--- config.mk ---
export PLATFORM = sky130hd
export DESIGN_NAME = i2c_scl_timing_gen
export DESIGN_NICKNAME = d
export VERILOG_FILES = /design/src/rtl/i2c_sclgen_pkg.sv /design/src/rtl/sclgen_timing_clamp.sv /design/src/rtl/sclgen_phase_cnt.sv /design/src/rtl/i2c_scl_timing_gen.sv
export SDC_FILE = /design/constraint.sdc
export NUM_CORES = 1
export LEC_CHECK = 0
export ABC_AREA = 1
export BUFFER_PORTS_ARGS = -buffer_cell sky130_fd_sc_hd__buf_2
export CORE_UTILIZATION = 67
export DETAILED_ROUTE_END_ITERATION = 10
export PLACE_DENSITY = 0.88
export SLEW_MARGIN = 15
export SYNTH_ARGS = -nofsm -noshare
export SYNTH_HDL_FRONTEND = slang
export SYNTH_SLANG_ARGS = --single-unit
--- constraint.sdc ---
create_clock -name clk -period 6.2 [get_ports clk]
set_input_delay 0 -clock clk [delete_from_list [all_inputs] [get_ports clk]]
set_output_delay 0 -clock clk [all_outputs]
set_load 0.005 [all_outputs]
--- src/rtl/i2c_sclgen_pkg.sv ---
package i2c_sclgen_pkg;

    typedef enum logic [1:0] {
        SG_IDLE = 2'd0,
        SG_LOW  = 2'd1,
        SG_HIGH = 2'd2,
        SG_HOLD = 2'd3
    } sg_state_e;

endpackage

--- src/rtl/sclgen_timing_clamp.sv ---
module sclgen_timing_clamp #(
    parameter int CNT_W = 16
) (
    input  logic [CNT_W-1:0] raw_period,
    input  logic [CNT_W-1:0] raw_low,
    input  logic [CNT_W-1:0] raw_dsu,
    input  logic [CNT_W-1:0] raw_cs,
    output logic [CNT_W-1:0] eff_low,
    output logic [CNT_W-1:0] eff_high,
    output logic [CNT_W-1:0] vld_idx,
    output logic [CNT_W-1:0] smp_idx,
    output logic [CNT_W-1:0] eff_cs
);
    localparam logic [CNT_W-1:0] MIN_PERIOD = CNT_W'(2);
    localparam logic [CNT_W-1:0] ONE        = CNT_W'(1);

    logic [CNT_W-1:0] per_e;
    logic [CNT_W-1:0] low_e;
    logic [CNT_W-1:0] dsu_e;

    always_comb begin
        per_e = (raw_period < MIN_PERIOD) ? MIN_PERIOD : raw_period;

        // zero or oversized low count falls back to half the period
        if (raw_low == '0 || raw_low >= per_e) begin
            low_e = per_e >> 1;
        end else begin
            low_e = raw_low;
        end

        if (raw_dsu == '0) begin
            dsu_e = ONE;
        end else if (raw_dsu > low_e) begin
            dsu_e = low_e;
        end else begin
            dsu_e = raw_dsu;
        end

        eff_low  = low_e;
        eff_high = per_e - low_e;
        vld_idx  = low_e - dsu_e;
        smp_idx  = (per_e - low_e) >> 1;
        eff_cs   = (raw_cs == '0) ? ONE : raw_cs;
    end

endmodule

--- src/rtl/sclgen_phase_cnt.sv ---
module sclgen_phase_cnt #(
    parameter int CNT_W = 16
) (
    input  logic             clk,
    input  logic             rst_n,
    input  logic             clr,
    input  logic             en,
    output logic [CNT_W-1:0] cnt
);
    always_ff @(posedge clk or negedge rst_n) begin
        if (!rst_n) begin
            cnt <= '0;
        end else if (clr) begin
            cnt <= '0;
        end else if (en) begin
            cnt <= cnt + CNT_W'(1);
        end
    end

endmodule

--- src/rtl/i2c_scl_timing_gen.sv ---
module i2c_scl_timing_gen
    import i2c_sclgen_pkg::*;
#(
    parameter int CNT_W = 16
) (
    input  logic             clk,
    input  logic             rst_n,
    input  logic [CNT_W-1:0] cfg_period,
    input  logic [CNT_W-1:0] cfg_low,
    input  logic [CNT_W-1:0] cfg_cond_setup,
    input  logic [CNT_W-1:0] cfg_data_setup,
    input  logic             ctl_run,
    input  logic             ctl_release,
    input  logic             cond_req,
    input  logic             scl_in,
    output logic             scl_oe,
    output logic             sda_change,
    output logic             sda_valid,
    output logic             sample_stb,
    output logic             cond_stb,
    output logic             busy
);
    localparam logic [CNT_W-1:0] ONE = CNT_W'(1);

    sg_state_e state_q, state_d;

    logic [CNT_W-1:0] c_low, c_high, c_vld, c_smp, c_cs;
    logic [CNT_W-1:0] sh_low, sh_high, sh_vld, sh_smp, sh_cs;
    logic [CNT_W-1:0] cnt;
    logic             cond_q;
    logic             cnt_clr, cnt_en, enter_low;
    logic             last_low, hi_last_norm, hi_last_cond, hold_last;

    sclgen_timing_clamp #(.CNT_W(CNT_W)) u_clamp (
        .raw_period (cfg_period),
        .raw_low    (cfg_low),
        .raw_dsu    (cfg_data_setup),
        .raw_cs     (cfg_cond_setup),
        .eff_low    (c_low),
        .eff_high   (c_high),
        .vld_idx    (c_vld),
        .smp_idx    (c_smp),
        .eff_cs     (c_cs)
    );

    sclgen_phase_cnt #(.CNT_W(CNT_W)) u_cnt (
        .clk   (clk),
        .rst_n (rst_n),
        .clr   (cnt_clr),
        .en    (cnt_en),
        .cnt   (cnt)
    );

    // phase end detection
    always_comb begin
        last_low     = (state_q == SG_LOW) && (cnt == sh_low - ONE);
        hi_last_norm = (state_q == SG_HIGH) && !cond_q && scl_in && (cnt == sh_high - ONE);
        hi_last_cond = (state_q == SG_HIGH) && cond_q && scl_in && (cnt == sh_cs - ONE);
        hold_last    = (state_q == SG_HOLD) && (cnt == sh_cs - ONE);
    end

    // next-state logic
    always_comb begin
        state_d = state_q;
        unique case (state_q)
            SG_IDLE: if (ctl_run) state_d = SG_LOW;
            SG_LOW:  if (last_low) state_d = SG_HIGH;
            SG_HIGH: begin
                if (hi_last_norm) begin
                    state_d = ctl_run ? SG_LOW : SG_IDLE;
                end else if (hi_last_cond) begin
                    state_d = SG_HOLD;
                end
            end
            SG_HOLD: if (hold_last) state_d = ctl_run ? SG_LOW : SG_IDLE;
            default: state_d = SG_IDLE;
        endcase
    end

    assign enter_low = (state_d == SG_LOW) && (state_q != SG_LOW);
    assign cnt_clr   = (state_d != state_q);
    assign cnt_en    = (state_q == SG_HIGH) ? scl_in : 1'b1;

    // state register, condition flag and per-bit shadow timing
    always_ff @(posedge clk or negedge rst_n) begin
        if (!rst_n) begin
            state_q <= SG_IDLE;
            cond_q  <= 1'b0;
            sh_low  <= ONE;
            sh_high <= ONE;
            sh_vld  <= '0;
            sh_smp  <= '0;
            sh_cs   <= ONE;
        end else begin
            state_q <= state_d;
            if (last_low) begin
                cond_q <= cond_req;
            end
            if (enter_low) begin
                sh_low  <= c_low;
                sh_high <= c_high;
                sh_vld  <= c_vld;
                sh_smp  <= c_smp;
                sh_cs   <= c_cs;
            end
        end
    end

    // outputs
    always_comb begin
        scl_oe     = (state_q == SG_LOW) || !ctl_release;
        sda_change = (state_q == SG_LOW) && (cnt == '0);
        sda_valid  = (state_q == SG_LOW) && (cnt == sh_vld);
        sample_stb = (state_q == SG_HIGH) && !cond_q && scl_in && (cnt == sh_smp);
        cond_stb   = (state_q == SG_HIGH) && cond_q && scl_in && (cnt == sh_cs - ONE);
        busy       = (state_q != SG_IDLE);
    end

    AST_IDLE_QUIET: assert property (@(posedge clk) disable iff (!rst_n)
        (state_q == SG_IDLE) |-> !(sda_change || sda_valid || sample_stb || cond_stb));
    AST_LOW_BOUND: assert property (@(posedge clk) disable iff (!rst_n)
        (state_q == SG_LOW) |-> (cnt < sh_low));
    AST_HIGH_BOUND: assert property (@(posedge clk) disable iff (!rst_n)
        (state_q == SG_HIGH) |-> (cnt < (cond_q ? sh_cs : sh_high)));
    AST_STALL_HOLD: assert property (@(posedge clk) disable iff (!rst_n)
        (state_q == SG_HIGH && !scl_in) |=> (cnt == $past(cnt)));
    AST_STROBE_EXCL: assert property (@(posedge clk) disable iff (!rst_n)
        $onehot0({sample_stb, cond_stb, sda_change}));
    AST_SHADOW_HOLD: assert property (@(posedge clk) disable iff (!rst_n)
        (state_q == SG_LOW && cnt != '0) |-> ($stable(sh_low) && $stable(sh_high)));
    AST_FORCE_LOW: assert property (@(posedge clk) disable iff (!rst_n)
        !ctl_release |-> scl_oe);

endmodule

Word-level counts from Yosys, hierarchy flattened
Index checks and enable logic that the tools add are counted.
{"block": "classes", "addsub": 6, "order_cmp": 3, "n_eq_ne": 11, "n_mux": 15, "n_reduce_logical": 23}
{"operator": "2-to-1 mux 16 bit", "count": 7}
{"operator": "equality test 16 bit", "count": 4}
{"operator": "zero test 16 bit", "count": 4}
{"operator": "subtractor 16 x 1 -> 16 bit (second input constant)", "count": 3}
{"operator": "subtractor 16 bit", "count": 2}
{"operator": "adder 16 x 1 -> 16 bit (second input constant)", "count": 1}
{"operator": "equality test 16 x 15 -> 1 bit", "count": 1}
{"operator": "greater-or-equal comparator 16 bit", "count": 1}
{"operator": "greater-than comparator 16 bit", "count": 1}
{"operator": "< comparator 16 x 2 -> 1 bit (second input constant)", "count": 1}
{"operator": "logical AND 1 bit", "count": 12}
{"operator": "2-to-1 mux 2 bit", "count": 5}
{"operator": "case mux 2 bit (4 select lines)", "count": 1}
{"operator": "equality test 2 x 1 -> 1 bit (second input constant)", "count": 2}
{"operator": "equality test 2 bit (second input constant)", "count": 2}
{"operator": "nonzero test 2 bit", "count": 2}
{"operator": "zero test 1 bit", "count": 2}
{"operator": "zero test 2 bit", "count": 1}
{"operator": "logical OR 1 bit", "count": 2}
{"operator": "2-to-1 mux 1 bit", "count": 2}
{"operator": "inequality test 2 x 1 -> 1 bit (second input constant)", "count": 1}
{"operator": "inequality test 2 bit", "count": 1}
{"block": "word_totals", "reg_bits": 98, "in_bits": 70, "output_inout_bits": 6, "wordCells": 66}

Longest topological paths before layout
{"block": "depth", "ltp_word": 9, "mapped_depth": 41, "depth_no_buf": 40}

By module
Synthesis repeated with hierarchy kept, for this count alone.
{"block": "unflattened", "cells_unflattened": 1657, "area_unflattened_um2": 10472.5}
{"mod": "i2c_scl_timing_gen", "n_inst": 1, "cells_per_inst": 973, "area_each_um2": 6279.8}
{"mod": "sclgen_timing_clamp", "n_inst": 1, "cells_per_inst": 555, "area_each_um2": 3269.4}
{"mod": "sclgen_phase_cnt", "n_inst": 1, "cells_per_inst": 129, "area_each_um2": 923.4}

Least setup slack after synthesis
OpenSTA, ideal clock, no wires.
{"block": "synth_path", "path_kind": "in2reg", "startpoint": "in cfg_period[7]", "endpoint": "reg sh_vld[12]", "setup_time_ps": 65, "t_arrival_ps": 4896, "required_time_ps": 6135, "slack_ps": 1239, "stages": 38, "path_cell_list": "nor4_1 > nand4_1 > nor2_1 > nor2_1 > ha_1 > a21oi_1 > o21ai_1 > nand2_1 > o211ai_1 > nand2_1 > nand4_1 > clkbuf_1 > o21ai_1 > inv_1 > ha_1 > a21oi_1 > o21ai_0 > nand2_1 > [... 2 more ...] > o2111ai_1 > nand2_1 > inv_1 > nand2_1 > inv_1 > o21ai_1 > inv_1 > fa_1 > nand3b_1 > and2_1 > o221ai_1 > nand2_1 > nand2_1 > a21oi_1 > o21ai_0 > xor2_1 > nand2_1 > nand2_1"}
{"block": "synth_between", "elab_chain_cells": 9}
{"element": "start: declaration", "line": "i2c_scl_timing_gen.sv:8", "text": "input logic [CNT_W-1:0] cfg_period,"}
{"element": "< comparator 16 x 2 -> 1 bit", "line": "sclgen_timing_clamp.sv:22", "text": "per_e = (raw_period < MIN_PERIOD) ? MIN_PERIOD : raw_period;"}
{"element": "2-to-1 mux 16 bit (*)", "line": "sclgen_timing_clamp.sv:22"}
{"element": "greater-or-equal comparator 16 bit", "line": "sclgen_timing_clamp.sv:25", "text": "if (raw_low == '0 || raw_low >= per_e) begin"}
{"element": "logical OR 1 bit", "line": "sclgen_timing_clamp.sv:25"}
{"element": "2-to-1 mux 16 bit (*)", "line": "sclgen_timing_clamp.sv:25"}
{"element": "named net c_low[1]", "line": "i2c_scl_timing_gen.sv:27", "text": "logic [CNT_W-1:0] c_low, c_high, c_vld, c_smp, c_cs;"}
{"element": "greater-than comparator 16 bit", "line": "sclgen_timing_clamp.sv:33", "text": "end else if (raw_dsu > low_e) begin"}
{"element": "2-to-1 mux 16 bit", "line": "sclgen_timing_clamp.sv:33"}
{"element": "2-to-1 mux 16 bit", "line": "sclgen_timing_clamp.sv:31", "text": "if (raw_dsu == '0) begin"}
{"element": "subtractor 16 bit (*)", "line": "sclgen_timing_clamp.sv:41", "text": "vld_idx = low_e - dsu_e;"}
{"element": "end signal: assignment", "line": "i2c_scl_timing_gen.sv:102", "text": "sh_vld <= c_vld;"}
{"element": "end: declaration", "line": "i2c_scl_timing_gen.sv:28", "text": "logic [CNT_W-1:0] sh_low, sh_high, sh_vld, sh_smp, sh_cs;"}
Mark *: on every way through the listed nets, which the timed path passes. The rest lies on a longest branch.
A chain may end at the register's enable or synchronous reset.

Worst setup path in the final report
{"block": "layout_path", "startpoint": "in cfg_period[14]", "endpoint": "reg sh_vld[12]"}
The elaborated chain is that of the path after synthesis.

==> impl_metrics.csv <==
group,metric,value,unit
detailed_routing,ant_nets,0,
detailed_routing,vias,9465,
critical_path,reg2reg_from,"sh_high[1]",
status,outcome,"finished clean",
grt,use_met1,48.6,%
place,dpl-instance-area,9260,sq um
critical_path,cp_max_fo,8,
grt,use_met2,65.2,%
layout,multi_input_area,5860,sq um
place,place_worst_setup_slack,0.195,ns
worst_hold_path,hold_end,"sh_low[3]",
pwr,power.leakage,5.44,nW
sta,period_share,89.9,%
worst_hold_path,min_path_type,"input pin to register",
clock_tree,htree_levels,3,
synthesis,yosys-top-cells-area,"dfrtp_1, nand2_1, ha_1",
synthesis,syn_nets,1528,
floorplan,dieArea,13700,sq um
grt,antenna_found_initial,0,
synthesis,avgSynthCellArea,6.39,sq um
layout,final_cells,1634,
place,gp_congestion,1.02,
sta,setup_viol,0,
floorplan,num_rows,41,
critical_path,r2r_slack,2.86,ns
place,hpwlAfterDp,20300,um
clock_tree,cts_buffers,9,
layout,area_delta_synth_final,9.88,%
clock_tree,root_buffer,"clkbuf_16",
critical_path,worstSetupEndpointType,"register",
synthesis,yosysSeqAreaShare,23.4,%
clock_tree,postCtsSetupRepairBufs,0,
sta,max_freq,179,MHz
worst_hold_path,hold_start,"cfg_low[3]",
sta,slew_viol_final,0,
critical_path,r2r_cells,18,
detailed_routing,wire_per_inst,16.3,um
floorplan,io_pins,76,
layout,drive_gt1_share,9.37,%
critical_path,cpMostUsedCell,"nand2_1",
critical_path,cp_slowest_cell,"fa_1",
floorplan,start_util,69.5,%
synthesis,async_flop_share,100,%
layout,nFillCells,1053,
detailed_routing,route.detailed.drc,0,
floorplan,die_w,117,um
detailed_routing,via_per_inst,5.79,
synthesis,synth-edff-count,0,
sta,hold_viol,0,
critical_path,required,6.49,ns
synthesis,ys_warn_count,0,
clock_tree,cts_tree,"yes",
layout,diodes,0,
clock_tree,clockBufferDepth,2,
layout,final_common_cell,"nand2_1",
critical_path,cp.arrival,5.86,ns
layout,seqCellArea,2080,sq um
pwr,total_power,4.79,mW
synthesis,synthCells,1389,
grt,overflow,0,
floorplan,core_area,12800,sq um
synthesis,yosys_register_bits,83,
grt,grt_usage,39.7,%
grt,grt_max_degree,65,
place,io_buffers,75,
sta,relSlewSlack,44.5,%
detailed_routing,drt_iter0_markers,930,
detailed_routing,wl,26600,um
synthesis,ys_types,51,
layout,mostFrequentLayoutCells,"nand2_1, inv_1, nor2_1, dfrtp_1",
worst_hold_path,hold_depth,5,
grt,grt_pass1_wl,41600,um
sta,fin_ws,0.626,ns
pwr,peakVddDrop,227,uV
synthesis,yosysTopAreaCell,"dfrtp_1",
synthesis,synth_top_area_share,22.6,%
synthesis,synth_ff_type,"dfrtp_1",
sta,min_period,5.57,ns
sta,worstMarginPinSlew,0.833,ns
grt,met3_usage,6.13,%
detailed_routing,first_pass_iters,6,
critical_path,regToRegEndpoint,"sh_low[7]",
critical_path,max_stage_delay,0.44,ns
place,place_inst,1600,
grt,grt_busiest_layer,"met2",
clock_tree,clock-sinks,83,
critical_path,path_class,"input pin to register",
sta,clock_skew,0.00946,ns
clock_tree,clock_latency,0.35,ns
critical_path,critPathLaunchType,"input pin",
pwr,powerDensity,491,nW/um^2
floorplan,die_h,117,um
run,max-cap-violations,0,
sta,whs,0.121,ns
clock_tree,clkTransAtPathRegs,0.07,ns
synthesis,synthesis.area,8880,sq um
grt,grt_pass1_vias,8693,
layout,nets,1596,
layout,final_cell_area,9750,sq um
cell type report:
| type | instances | area share [%] |
|---|---|---|
| multi-input cells | 1082 | 60.0 |
| flip-flops and latches | 83 | 21.3 |
| repair buffers | 106 | 6.76 |
| inverters | 175 | 6.73 |
| clock buffers | 10 | 2.45 |
| well taps | 172 | 2.21 |
| clock inverters | 6 | 0.487 |
cell usage after synthesis (2+ instances only):
cell / count
a2111oi_0: 2
a21o_1: 3
a21oi_1: 47
a221oi_1: 5
and2_1: 3
and3_1: 2
buf_2: 15
buf_6: 13
clkbuf_1: 18
clkinv_1: 3
dfrtp_1: 80
dfstp_2: 3
fa_1: 2
ha_1: 67
inv_1: 169
inv_2: 3
nand2_1: 467
nand2_2: 3
nand3_1: 74
nand3_2: 2
nand3b_1: 12
nand4_1: 28
nor2_1: 131
nor2_2: 8
nor2_4: 4
nor3_1: 15
nor4_1: 21
o2111ai_1: 4
o211ai_1: 14
o21ai_0: 47
o21ai_1: 5
o221ai_1: 2
o22ai_1: 8
or2_2: 5
xnor2_1: 25
xor2_1: 64
power breakdown:
part	switching [mW]	internal, mW
sequential	0.303	0.716
combinational	2.11	1.14
clock	0.232	0.286
total	2.65	2.14
per-stage QoR:
step / utilization (%) / setup TNS, ns
2_1_floorplan: - / 0
3_3_place_gp: 72.5 / 0
3_5_place_dp: 72.5 / 0
4_1_cts: 76.2 / 0
5_1_grt: 76.4 / -0.00714
6_report: 76.4 / 0
worst max-delay path: cells and delay by family:
family | cells | cell delay, ns
compound gates | 10 | 1.62
xor+xnor | 1 | 0.19
fa+ha+maj | 3 | 1.07
buf+inv | 6 | 0.84
simple gates | 19 | 2.12
flip-flops by register name (all words and copies together) (netlist names):
name       flops
cond_q         1
sh_cs         16
sh_high       16
sh_low        16
sh_vld        16
state_q        2
u_cnt.cnt     16
cell families after synthesis:
logic type / share of synthesized area [%]
buffers and inverters: 10.8
AND/OR/NAND/NOR: 37.5
adder cells (fa/ha/maj): 9.89
flip-flops: 23.4
AO/OA/AOI/OAI: 9.50
XOR/XNOR: 8.78
repair_timing:
item / CTS / global route
hold buffers: 18 / 0
gates resized for setup: 0 / 11
hold endpoints to repair: 51 / 0
endpoints found under the setup margin: 0 / 4
metal layers:
| layer | vias to the layer above | share of wire (%) |
|---|---|---|
| li1 | 4590 | - |
| met1 | 4249 | 40 |
| met2 | 521 | 46 |
| met3 | 105 | 8.2 |
| met4 | 0 | 6.0 |
| met5 | - | 0 |
worst max-delay path by stage:
stage              startpoint         end  slack [ns]  cells past startpoint
3_5_place_dp   cfg_period[11]  sh_vld[12]        0.20                     39
2_1_floorplan   cfg_period[7]  sh_vld[12]        1.24                     38
3_3_place_gp   cfg_period[11]  sh_vld[12]        0.45                     39
5_1_grt         cfg_period[7]  sh_vld[12]      -0.007                     40
6_report       cfg_period[14]  sh_vld[12]        0.63                     39
4_1_cts        cfg_period[11]  sh_vld[12]        0.54                     39
No activity file was read; power rests on OpenSTA's default activity.
